`src/rtl/spi_ctl_pkg.sv`:
```
package spi_ctl_pkg;

  // Clock shape taken from the two-bit mode field: bit 1 idle level, bit 0 phase.
  typedef struct packed {
    logic cpol;
    logic cpha;
  } spi_mode_t;

  function automatic spi_mode_t decode_mode(input logic [1:0] m);
    spi_mode_t r;
    r.cpol = m[1];
    r.cpha = m[0];
    return r;
  endfunction

endpackage

```
`src/rtl/spi_edge_timer.sv`:
```
// Counts system cycles per half period of the serial clock and emits a tick
// on the last cycle of each half period while a byte is running.
module spi_edge_timer #(
  parameter int MAX_LOG2 = 16,
  parameter int SELW     = 5
) (
  input  logic            clk,
  input  logic            rst,
  input  logic            run,
  input  logic [SELW-1:0] log2_sel,
  output logic            tick
);
  localparam int CW = (MAX_LOG2 < 1) ? 1 : MAX_LOG2;

  logic [SELW-1:0] keff;
  logic [CW:0]     span;
  logic [CW-1:0]   limit;
  logic [CW-1:0]   cnt;

  always_comb begin
    keff  = (log2_sel > SELW'(MAX_LOG2)) ? SELW'(MAX_LOG2) : log2_sel;
    span  = {{CW{1'b0}}, 1'b1} << keff;
    limit = CW'(span - 1'b1);
    tick  = run && (cnt == limit);
  end

  always_ff @(posedge clk) begin
    if (rst || !run || tick) cnt <= '0;
    else                     cnt <= cnt + 1'b1;
  end

endmodule

```
`src/rtl/spi_byte_engine.sv`:
```
// Shifts one byte out and one byte in over 2*DATA_W serial clock edges.
module spi_byte_engine #(
  parameter int DATA_W = 8
) (
  input  logic              clk,
  input  logic              rst,
  input  logic              start,
  input  logic [DATA_W-1:0] tx_byte,
  input  logic              cpol,
  input  logic              cpha,
  input  logic              tick,
  input  logic              miso,
  output logic              busy,
  output logic              sclk,
  output logic              mosi,
  output logic              done,
  output logic [DATA_W-1:0] rx_byte,
  output logic              byte_end
);
  localparam int EDGES = 2 * DATA_W;
  localparam int EW    = $clog2(EDGES);

  logic [EW-1:0]     edge_idx;
  logic [DATA_W-1:0] tx_sh;
  logic [DATA_W-1:0] rx_sh;
  logic              last, leading, smp, shf;

  always_comb begin
    last     = (edge_idx == EW'(EDGES - 1));
    leading  = ~edge_idx[0];
    smp      = leading ^ cpha;              // sampling edge for this phase
    shf      = ~smp && (edge_idx != '0) && !last;
    byte_end = busy && tick && last;
  end

  always_ff @(posedge clk) begin
    if (rst) begin
      busy     <= 1'b0;
      sclk     <= 1'b0;
      mosi     <= 1'b0;
      done     <= 1'b0;
      rx_byte  <= '0;
      tx_sh    <= '0;
      rx_sh    <= '0;
      edge_idx <= '0;
    end else begin
      done <= 1'b0;
      if (!busy) begin
        sclk <= cpol;
        if (start) begin
          busy     <= 1'b1;
          tx_sh    <= tx_byte;
          mosi     <= tx_byte[DATA_W-1];
          edge_idx <= '0;
        end
      end else if (tick) begin
        sclk     <= ~sclk;
        edge_idx <= edge_idx + 1'b1;
        if (smp) rx_sh <= {rx_sh[DATA_W-2:0], miso};
        if (shf) begin
          mosi  <= tx_sh[DATA_W-2];
          tx_sh <= tx_sh << 1;
        end
        if (last) begin
          busy    <= 1'b0;
          done    <= 1'b1;
          rx_byte <= smp ? {rx_sh[DATA_W-2:0], miso} : rx_sh;
        end
      end
    end
  end

  // the serial clock is back at its idle level when a byte ends
  p_sclk_home_r2: assert property (@(posedge clk) disable iff (rst)
    $fell(busy) |-> (sclk == cpol));

  // done only in the cycle busy has just dropped
  p_done_end_r8: assert property (@(posedge clk) disable iff (rst)
    done |-> (!busy && $past(busy)));

endmodule

```
`src/rtl/spi_cs_driver.sv`:
```
// Holds the select-active state across bursts and drives every line at its
// own active or inactive level.
module spi_cs_driver #(
  parameter int NCS   = 3,
  parameter int PICKW = 2
) (
  input  logic             clk,
  input  logic             rst,
  input  logic             start,
  input  logic             hold_in,
  input  logic             byte_end,
  input  logic [PICKW-1:0] pick,
  input  logic [NCS-1:0]   pol,
  output logic [NCS-1:0]   cs_o,
  output logic             held
);
  logic           hold_q;
  logic           act_nxt;
  logic [NCS-1:0] line_nxt;

  always_comb begin
    act_nxt = held;
    if (start)                   act_nxt = 1'b1;
    else if (byte_end && !hold_q) act_nxt = 1'b0;
  end

  for (genvar i = 0; i < NCS; i++) begin : g_line
    assign line_nxt[i] = (act_nxt && (pick == PICKW'(i))) ? pol[i] : ~pol[i];
  end

  always_ff @(posedge clk) begin
    if (rst) begin
      held   <= 1'b0;
      hold_q <= 1'b0;
      cs_o   <= '1;          // reset levels are all active low
    end else begin
      held <= act_nxt;
      if (start) hold_q <= hold_in;
      cs_o <= line_nxt;
    end
  end

  // at most one line sits at its active level
  p_one_line_r3: assert property (@(posedge clk) disable iff (rst)
    $stable(pol) |-> $onehot0(cs_o ^ ~pol));

  // the "none" pick leaves every line inactive
  p_none_idle_r3: assert property (@(posedge clk) disable iff (rst)
    ((pick >= PICKW'(NCS)) && $stable(pick) && $stable(pol)) |-> (cs_o == ~pol));

endmodule

```
`src/rtl/spi_master_ctl.sv`:
```
module spi_master_ctl
  import spi_ctl_pkg::*;
#(
  parameter int DATA_W   = 8,
  parameter int NCS      = 3,
  parameter int MAX_LOG2 = 16,
  parameter int SELW     = 5,
  localparam int PICKW   = $clog2(NCS + 1)
) (
  input  logic              clk,
  input  logic              rst,
  input  logic              cfg_we,
  input  logic [SELW-1:0]   cfg_div_log2,
  input  logic [1:0]        cfg_mode,
  input  logic [PICKW-1:0]  cfg_cs_sel,
  input  logic [NCS-1:0]    cfg_cs_pol,
  input  logic              wr_en,
  input  logic [DATA_W-1:0] wr_data,
  input  logic              wr_hold,
  input  logic              miso,
  output logic              sclk,
  output logic              mosi,
  output logic [NCS-1:0]    cs_o,
  output logic              busy,
  output logic              done,
  output logic [DATA_W-1:0] rx_data,
  output logic              overrun
);
  logic [SELW-1:0]  div_q;
  spi_mode_t        mode_q;
  logic [PICKW-1:0] pick_q;
  logic [NCS-1:0]   pol_q;
  logic             held;
  logic             start;
  logic             tick;
  logic             byte_end;

  assign start = wr_en && !busy;

  // Configuration is frozen while a byte runs or a held select is open.
  always_ff @(posedge clk) begin
    if (rst) begin
      div_q   <= SELW'(MAX_LOG2);
      mode_q  <= decode_mode(2'b00);
      pick_q  <= '0;
      pol_q   <= '0;
      overrun <= 1'b0;
    end else begin
      if (cfg_we && !busy && !held) begin
        div_q  <= cfg_div_log2;
        mode_q <= decode_mode(cfg_mode);
        pick_q <= cfg_cs_sel;
        pol_q  <= cfg_cs_pol;
      end
      overrun <= wr_en && busy;
    end
  end

  spi_edge_timer #(.MAX_LOG2(MAX_LOG2), .SELW(SELW)) u_timer (
    .clk      (clk),
    .rst      (rst),
    .run      (busy),
    .log2_sel (div_q),
    .tick     (tick)
  );

  spi_byte_engine #(.DATA_W(DATA_W)) u_engine (
    .clk      (clk),
    .rst      (rst),
    .start    (start),
    .tx_byte  (wr_data),
    .cpol     (mode_q.cpol),
    .cpha     (mode_q.cpha),
    .tick     (tick),
    .miso     (miso),
    .busy     (busy),
    .sclk     (sclk),
    .mosi     (mosi),
    .done     (done),
    .rx_byte  (rx_data),
    .byte_end (byte_end)
  );

  spi_cs_driver #(.NCS(NCS), .PICKW(PICKW)) u_cs (
    .clk      (clk),
    .rst      (rst),
    .start    (start),
    .hold_in  (wr_hold),
    .byte_end (byte_end),
    .pick     (pick_q),
    .pol      (pol_q),
    .cs_o     (cs_o),
    .held     (held)
  );

  // an overrun only follows a cycle in which a byte was in flight
  p_overrun_busy_r9: assert property (@(posedge clk) disable iff (rst)
    overrun |-> $past(busy));

  // configuration holds while a byte or a held select is open
  p_cfg_lock_r10: assert property (@(posedge clk) disable iff (rst)
    (busy || held) |=> ($stable(div_q) && $stable(mode_q) &&
                        $stable(pick_q) && $stable(pol_q)));

endmodule

```
`config.mk`:
```
export PLATFORM = sky130hd
export DESIGN_NAME = spi_master_ctl
export DESIGN_NICKNAME = d
export VERILOG_FILES = /design/src/rtl/spi_ctl_pkg.sv /design/src/rtl/spi_edge_timer.sv /design/src/rtl/spi_byte_engine.sv /design/src/rtl/spi_cs_driver.sv /design/src/rtl/spi_master_ctl.sv
export SDC_FILE = /design/constraint.sdc
export NUM_CORES = 1
export LEC_CHECK = 0
export BUFFER_PORTS_ARGS = -buffer_cell sky130_fd_sc_hd__buf_2
export CAP_MARGIN = 30
export CELL_PAD_IN_SITES_DETAIL_PLACEMENT = 1
export CELL_PAD_IN_SITES_GLOBAL_PLACEMENT = 2
export CORE_MARGIN = 5
export CORE_UTILIZATION = 40
export CTS_BUF_LIST = sky130_fd_sc_hd__clkbuf_4
export CTS_CLUSTER_DIAMETER = 120
export CTS_CLUSTER_SIZE = 14
export DETAILED_ROUTE_END_ITERATION = 8
export PLACE_DENSITY_LB_ADDON = 0.05
export REMOVE_ABC_BUFFERS = 1
export SYNTH_ARGS = -nofsm -noshare
export SYNTH_HDL_FRONTEND = slang
export SYNTH_HIERARCHICAL = 1
export SYNTH_SLANG_ARGS = --single-unit
```
`constraint.sdc`:
```
create_clock -name clk -period 7.75 [get_ports clk]
set_input_delay 0.775 -clock clk [delete_from_list [all_inputs] [get_ports clk]]
set_output_delay 0.775 -clock clk [all_outputs]
set_load 0.005 [all_outputs]
```
### Word level (Yosys, flattened, before mapping)

Cells that the tools add are included.

* register bits after elaboration: 65
* bits in latches: 0
* bits in writable memories: 0
* bits in read-only memories: 0
* bits of input ports: 26
* output and inout bits: 16
* logic and storage cells: 90
* memories: 0

* $add $sub $neg: 3
* multiply operators: 0
* divide/modulo/power cells: 0
* order comparisons: 1
* equality and inequality tests: 6
* shift-type cells: 1
* muxes and demuxes: 25
* bitwise gates (word level): 9
* reductions and logical operators: 27

Operator list (count)
* 7-bit two-way mux: 4
* 16-bit by 1-bit adder with 16-bit output, second input constant: 1
* 16-bit == test: 1
* 1-bit two-way mux: 16
* 1-bit by 5-bit << shifter with 16-bit output, first input constant: 1
* 16-bit by 1-bit subtractor with 16-bit output, second input constant: 1
* 1-bit logical AND: 13
* 4-bit two-way mux: 3
* 8-bit two-way mux: 1
* 1-bit NOT: 8
* 3-bit AND reduction: 2
* 5-bit > comparator, second input constant: 1
* 5-bit two-way mux: 1
* 4-bit by 1-bit adder with 4-bit output, second input constant: 1
* 4-bit == test, second input constant: 1
* 1-bit logical NOT: 4
* 2-bit AND reduction: 2
* 4-bit nonzero test: 1
* 3-bit OR reduction: 1
* 2-bit by 1-bit == test with 1-bit output, second input constant: 1
* 2-bit == test, second input constant: 1
* 2-bit logical NOT: 1
* 1-bit logical OR: 2
* 2-bit by 1-bit != test with 1-bit output, second input constant: 1
* 3 further kinds: 3

### Longest topological paths before layout

Gate-level depths: netlist of run 1.

* word-level depth: 13
* depth in mapped cells: 17
* gate-level depth less buffers: 13

### Modules after synthesis

Netlist of run 1, hierarchy kept.

Modules (own cells, without submodules)
* spi_byte_engine: times used 1, cells an instance 148, area each 1442.6 sq um, sequential area each 620.6 sq um
* spi_edge_timer: times used 1, cells an instance 187, area each 1375.1 sq um, sequential area each 320.3 sq um
* spi_master_ctl: times used 1, cells an instance 56, area each 583.1 sq um, sequential area each 260.2 sq um
* spi_cs_driver: times used 1, cells an instance 36, area each 296.5 sq um, sequential area each 100.1 sq um

### Worst setup path after synthesis of run 1

OpenSTA, ideal clock, no wires.

* path kind: register to register
* from: register div_q[3]
* to: register u_cs.cs_o[2]
* arrival: 3.831 ns
* required time: 7.615 ns
* setup slack: 3.784 ns
* stages on the path, launching flop included: 18
* path buffers: 4
* path through: dfxtp_1 -> clkbuf_1 -> clkbuf_1 -> nor3_1 -> nand3b_1 -> ha_1 -> inv_1 -> a31o_1 -> or2_1 -> mux4_2 -> a2111oi_4 -> buf_6 -> nand2_1 -> clkbuf_1 -> nor2_1 -> nand2b_1 -> a2111oi_0 -> nor4_1

* cells in the longest elaborated chain, start to end: 13

RTL lines
* start, declared: line spi_master_ctl.sv:29 `logic [SELW-1:0] div_q;`
* start signal, assigned: line spi_master_ctl.sv:43 `div_q <= SELW'(MAX_LOG2);`
* start signal, assigned: line spi_master_ctl.sv:50 `div_q <= cfg_div_log2;`
* 5-bit > comparator: line spi_edge_timer.sv:21 `keff = (log2_sel > SELW'(MAX_LOG2)) ? SELW'(MAX_LOG2) : log2_sel;`
* 5-bit two-way mux (*): line spi_edge_timer.sv:21
* 1-bit by 5-bit << shifter with 16-bit output (*): line spi_edge_timer.sv:22 `span = {{CW{1'b0}}, 1'b1} << keff;`
* 16-bit by 1-bit subtractor with 16-bit output (*): line spi_edge_timer.sv:23 `limit = CW'(span - 1'b1);`
* 16-bit == test (*): line spi_edge_timer.sv:24 `tick = run && (cnt == limit);`
* 1-bit logical AND (*): line spi_edge_timer.sv:24
* net tick: line spi_master_ctl.sv:35 `logic tick;`
* 1-bit logical AND (*) (2 in series): line spi_byte_engine.sv:33 `byte_end = busy && tick && last;`
* net byte_end: line spi_master_ctl.sv:36 `logic byte_end;`
* 1-bit logical AND (*): line spi_cs_driver.sv:24 `else if (byte_end && !hold_q) act_nxt = 1'b0;`
* 1-bit two-way mux (*): line spi_cs_driver.sv:24
* 1-bit two-way mux (*): line spi_cs_driver.sv:23 `if (start) act_nxt = 1'b1;`
* 1-bit logical AND (*): line spi_cs_driver.sv:28 `assign line_nxt[i] = (act_nxt && (pick == PICKW'(i))) ? pol[i] : ~pol[i];`
* 1-bit two-way mux (*): line spi_cs_driver.sv:28
* end signal, assigned: line spi_cs_driver.sv:39 `cs_o <= line_nxt;`
* end, declared: line spi_cs_driver.sv:14 `output logic [NCS-1:0] cs_o,`

Mark *: on every way through the listed nets, which the timed path passes. The rest lies on a longest branch.
A chain may end at the register's enable or synchronous reset.

### Worst setup path after layout of run 1

* from: register div_q[2]
* to: register u_cs.cs_o[2]

The elaborated chain is that of the path after synthesis.

==> results of run 1 <==
## through the flow
stage / cell area [µm²] / instances / total power, µW / hold slack [ns] / worst slack (ns)
2_1_floorplan: 3550 / 398 / 419 / 0.447 / 3.57
3_3_place_gp: 3920 / 553 / 447 / 0.443 / 3.63
3_5_place_dp: 3930 / 554 / 449 / 0.448 / 3.46
4_1_cts: 4100 / 570 / 730 / 0.481 / 3.36
5_1_grt: 4100 / 570 / 755 / 0.497 / 2.97
6_report: 4100 / 570 / 716 / 0.478 / 3.44
## cells by family (layout without fill, tap and decap cells)
logic type / Yosys count / after routing / synth area share [%]
AO/OA/AOI/OAI: 68 / 68 / 13.8
buffers and inverters: 40 / 72 / 4.97
flip-flops: 65 / 65 / 35.2
AND/OR/NAND/NOR: 188 / 188 / 27.5
adder cells (fa/ha/maj): 4 / 4 / 1.35
XOR/XNOR: 22 / 22 / 5.72
multiplexers: 40 / 40 / 11.4
## synth_stat cells (10+ instances only)
library cell	n
clkbuf_1	19
nor2b_1	11
inv_1	11
nor2_1	37
nor2_2	10
nand2b_1	27
mux2i_1	32
xnor2_1	12
o21ai_0	13
nand2_1	34
nand3_1	22
dfxtp_1	65
a21oi_1	16
## layout make-up
class / instances / area share (%)
clock buffer: 9 / 1.65
clock inverter: 7 / 2.44
inverter: 11 / 1.01
multi-input combinational: 322 / 54.0
sequential: 65 / 31.8
tap: 111 / 3.39
timing repair buffer: 45 / 5.74
## final timing paths
check | slack (ns) | to | depth (start not counted) | startpoint
min | 0.48 | u_engine/rx_byte[4]$_SDFFE_PP0P_ | 1 | u_engine/rx_byte[4]$_SDFFE_PP0P_
max | 3.44 | u_cs/cs_o[2]$_SDFF_PP1_ | 14 | div_q[2]$_SDFFE_PP0P_
max reg2reg | 3.44 | u_cs/cs_o[2]$_SDFF_PP1_ | 14 | div_q[2]$_SDFFE_PP0P_
min reg2reg | 0.48 | u_engine/rx_byte[4]$_SDFFE_PP0P_ | 1 | u_engine/rx_byte[4]$_SDFFE_PP0P_
## flip-flops by register name (all words and copies together) (netlist names), 2 cells and up
name / count
u_cs/cs_o: 3
mode_q: 2
div_q: 5
u_engine/edge_idx: 4
pol_q: 3
pick_q: 2
u_timer/cnt: 16
u_engine/rx_byte: 8
u_engine/tx_sh: 7
u_engine/rx_sh: 8
## routing by layer
layer  part of all wire, %  routed length (µm)
met5                     0                   0
met4                  0.97                  84
met3                   3.2                 277
met2                    46                4050
met1                    49                4300
## report_power, final
part | switching (µW) | leakage [µW] | internal [µW] | total [µW]
Combinational | 41.8 | 0.000952 | 38.8 | 80.6
Sequential | 15.4 | 0.000528 | 345 | 360
Clock | 141 | 0.0000913 | 134 | 275
==> flow_metrics.py, run 1 <==
metrics = {
    "grt": {
        "use_met1_pct": 22.0,
        "grt_pass1_vias": 3092,
        "grt_max_degree": 69,
        "grt_busiest_layer": "met2",
        "grt_pass1_wl_mm": 15.0,
        "grt_util_met2_pct": 25.6,
        "met3_usage_pct": 3.28,
        "antenna_found_initial": 0,
        "grt-ovfl-total": 0,
        "track_usage_pct": 16.3,
    },
    "cts": {
        "cts_sinks": 65,
        "numCtsBuffers": 9,
        "cts_max_level": 3,
        "clk_latency_ns": 0.42,
        "holdBufCountCts": 0,
        "postCtsSetupBuffers": 0,
        "clockBufferDepth": 2,
        "cts_resized": 0,
        "cts_tree": "built",
        "cts.clk_slew.worst_paths_ns": 0.14,
        "root_buffer": "clkbuf_4",
    },
    "pwr": {
        "p_leak_uw": 0.00157,
        "vdd_drop_max_mv": 0.0838,
        "power.density_mw_per_mm2": 175,
    },
    "timing": {
        "max_freq_mhz": 232,
        "rsz0062_at_grt": "false",
        "finalCritPeriodShare_pct": 55.6,
        "setup_tns_ns": 0,
        "maxSlewViolCount": 0,
        "slew_headroom_pct": 39.4,
        "tightest_slew_ns": 0.908,
        "finalHoldViolCount": 0,
        "period_minus_slack_ns": 4.31,
        "finalSetupViolCount": 0,
        "fin_skew_ns": 0.0241,
    },
    "final_layout": {
        "final_core_util_pct": 45.0,
        "final_cell_mix": "dfxtp_1, buf_2, nor2_1",
        "layout-drive-gt1-share_pct": 19.4,
        "multiInputGateArea_mm2": 0.00221,
        "ff_latch_area_mm2": 0.00130,
        "syn2layout_area_growth_pct": 10.8,
        "diodes": 0,
        "fillers": 1129,
        "final_common_cell": "dfxtp_1",
        "finalNetCount": 484,
    },
    "synth": {
        "synth.top_cell.area_share_pct": 35.2,
        "syn_avg_cell_area_um2": 8.66,
        "synthTopCellsByArea": "dfxtp_1, mux2i_1, nand2b_1, nor2_1, nand2_1",
        "yosys_warnings": 6,
        "syn_area_mm2": 0.00370,
        "synth_ff_type": "dfxtp_1",
        "synth_seq_cells": 65,
        "synth-edff-count": 0,
        "synth_cells": 427,
        "async_flop_share_pct": 0,
        "synth.largest_area_cell": "dfxtp_1",
        "yosysSeqAreaShare_pct": 35.2,
        "yosysUniqueCellTypes": 64,
    },
    "min_path": {
        "min-delay-path-class": "flop to flop",
    },
    "worst_setup_path": {
        "cpMaxStageDelayCell": "dfxtp_1",
        "cp_cell_sequence": "nor3_1 -> nand3b_1 -> ha_1 -> inv_1 -> a31o_1 -> or2_1 -> mux4_2 -> a2111oi_4 -> buf_4 -> nand2_1 -> nor2_1 -> nand2b_1 -> a2111oi_0 -> nor4_1",
        "crit_path_max_fanout": 22,
        "cp_data_arrival_time_ns": 4.60,
        "start_kind": "flop",
        "crit_path_end_kind": "flop",
        "critPathMaxStageDelay_ns": 0.76,
        "required_ns": 8.04,
        "cp_num_buf_inv": 2,
        "crit_type": "flop to flop",
        "crit_family": "simple AND/OR/NAND/NOR gates",
    },
    "floorplan": {
        "die_width_um": 106,
        "start_util_pct": 40.6,
        "die_y_um": 106,
        "placementRows": 35,
        "core_area_mm2": 0.00911,
        "ios": 42,
        "die-area_mm2": 0.0113,
    },
    "detailed_routing": {
        "routedWlPerCell_um": 15.3,
        "drt_iter0_drc": 134,
        "drt_wl_total_mm": 8.70,
        "drt_pass1_iterations": 4,
        "vias": 3096,
        "vias_per_cell": 5.43,
        "ant_nets": 0,
        "drc_errors": 0,
    },
    "outcome": {
        "status": "finished, final reports clean",
    },
    "job": {
        "max-cap-violations": 0,
    },
    "place": {
        "io_buffers": 41,
        "dp_hpwl_mm": 6.03,
        "routabilityCongestion": 0.746,
    },
}
Note: power is estimated with default switching activity, not from simulation.
==> inputs of run 2 (changes only) <==
- CORE_UTILIZATION: 40 -> 37
- clock period: 7.75 -> 4 ns (I/O delays scaled with it)
==> flow_metrics.py, run 2 (synthesis gave the netlist of run 1 again) <==
metrics = {
    "job": {
        "max-cap-violations": 0,
    },
    "cts": {
        "root_buffer": "clkbuf_4",
        "postCtsSetupBuffers": 0,
        "cts_max_level": 3,
        "clk_latency_ns": 0.43,
        "cts_resized": 0,
        "cts_sinks": 65,
        "cts_tree": "built",
        "cts.clk_slew.worst_paths_ns": 0.14,
        "numCtsBuffers": 9,
        "clockBufferDepth": 2,
        "holdBufCountCts": 0,
    },
    "detailed_routing": {
        "vias_per_cell": 5.24,
        "drt_wl_total_mm": 9.11,
        "drc_errors": 0,
        "routedWlPerCell_um": 15.2,
        "vias": 3138,
        "ant_nets": 0,
        "drt_iter0_drc": 60,
        "drt_pass1_iterations": 4,
    },
    "timing": {
        "finalCritPeriodShare_pct": 89.7,
        "hold_slack_ns": 0.186,
        "slew_headroom_pct": 45.1,
        "rsz0062_at_grt": "false",
        "setup_tns_ns": 0,
        "period_minus_slack_ns": 3.59,
        "finalHoldViolCount": 0,
        "maxSlewViolCount": 0,
        "fin_skew_ns": 0.0200,
        "max_freq_mhz": 279,
        "finalSetupViolCount": 0,
        "tightest_slew_ns": 0.818,
    },
    "final_layout": {
        "fillers": 1206,
        "reg.largest.list": "u_timer/cnt (16), u_engine/rx_byte (8), u_engine/rx_sh (8)",
        "largest_reg_flops": 16,
        "finalNetCount": 491,
        "regMostFlops": "u_timer/cnt",
        "layout-drive-gt1-share_pct": 20.6,
        "final_core_util_pct": 42.6,
        "diodes": 0,
        "syn2layout_area_growth_pct": 12.5,
        "final_common_cell": "dfxtp_1",
        "final_cell_mix": "dfxtp_1, buf_2, nor2_1",
    },
    "worst_setup_path": {
        "crit_path_end_kind": "flop",
        "cp_data_arrival_time_ns": 3.89,
        "crit_path_max_fanout": 11,
        "required_ns": 4.30,
        "start_kind": "flop",
        "crit_type": "flop to flop",
    },
    "place": {
        "dp_hpwl_mm": 6.39,
        "routabilityCongestion": 0.785,
        "io_buffers": 41,
    },
    "floorplan": {
        "start_util_pct": 37.8,
        "core_area_mm2": 0.00977,
        "die_width_um": 110,
        "ios": 42,
        "placementRows": 36,
        "die_y_um": 110,
        "die-area_mm2": 0.0121,
    },
    "grt": {
        "grt_max_degree": 43,
        "grt_pass1_vias": 3225,
        "antenna_found_initial": 0,
        "grt-ovfl-total": 0,
        "track_usage_pct": 16.4,
        "grt_pass1_wl_mm": 15.6,
    },
    "outcome": {
        "status": "finished, final reports clean",
    },
    "pwr": {
        "vdd_drop_max_mv": 0.153,
        "p_leak_uw": 0.00159,
        "power.density_mw_per_mm2": 325,
    },
    "min_path": {
        "min-delay-path-class": "input port to flop",
    },
}
-- run 2: cell count changes in the layout (fill, tap and decap cells not counted) --
cell / change
bufinv_16: -1
buf_4: +7
clkinv_2: -1
clkinvlp_4: +1
inv_8: +1
-- run 2: final cells by class --
| cell class | count | area (µm²) | area share (%) |
|---|---|---|---|
| flip-flops and latches | 65 | 1300 | 31.3 |
| repair buffers | 52 | 288 | 6.92 |
| multi-input cells | 322 | 2210 | 53.2 |
| clock inverters | 7 | 83.8 | 2.02 |
| clock buffers | 9 | 67.6 | 1.62 |
| inverters | 11 | 41.3 | 0.992 |
| well taps | 133 | 166 | 4.00 |
-- run 2: power by group --
group | switching (µW) | internal (µW)
Clock | 288 | 202
Sequential | 22.2 | 668
Combinational | 92.0 | 78.4
-- run 2: final timing paths --
path / start / endpoint / slack (ns) / cells past startpoint
setup / recovery: div_q[1]$_SDFFE_PP0P_ / u_cs/cs_o[0]$_SDFF_PP1_ / 0.41 / 14
hold / removal: wr_en / overrun$_SDFF_PP0_ / 0.19 / 3
setup reg to reg: div_q[1]$_SDFFE_PP0P_ / u_cs/cs_o[0]$_SDFF_PP1_ / 0.41 / 14
hold reg to reg: u_engine/rx_byte[6]$_SDFFE_PP0P_ / u_engine/rx_byte[6]$_SDFFE_PP0P_ / 0.48 / 1
-- run 2: worst max-delay path, cell delays in order, from the launching register on --
cell and delay, ns:
dfxtp_1 0.56, nor2_1 0.11, nand2_1 0.09, ha_1 0.28
inv_1 0.14, a31o_1 0.24, or2_1 0.23, mux4_2 0.49
a2111oi_4 0.20, buf_4 0.20, nand2_1 0.07, nor2_1 0.17
nand2b_1 0.14, a2111oi_0 0.45, nor3_1 0.11
-- run 2: through the flow --
| step | instances | worst slack (ns) | total power (µW) | area [µm²] |
|---|---|---|---|---|
| after floorplan | 398 | -0.180 | 811 | 3550 |
| after global placement | 582 | 0.540 | 873 | 4000 |
| after detailed placement | 583 | 0.430 | 878 | 4010 |
| after CTS | 599 | 0.360 | 1380 | 4160 |
| after global routing | 599 | 0.0326 | 1430 | 4160 |
| final | 599 | 0.413 | 1350 | 4160 |
-- run 2: metal layers --
layer / global-route usage, % / part of all wire (%)
met5: 0 / 0
met4: 4.81 / 1.1
met3: 3.76 / 2.6
met2: 28.5 / 49
met1: 20.0 / 47
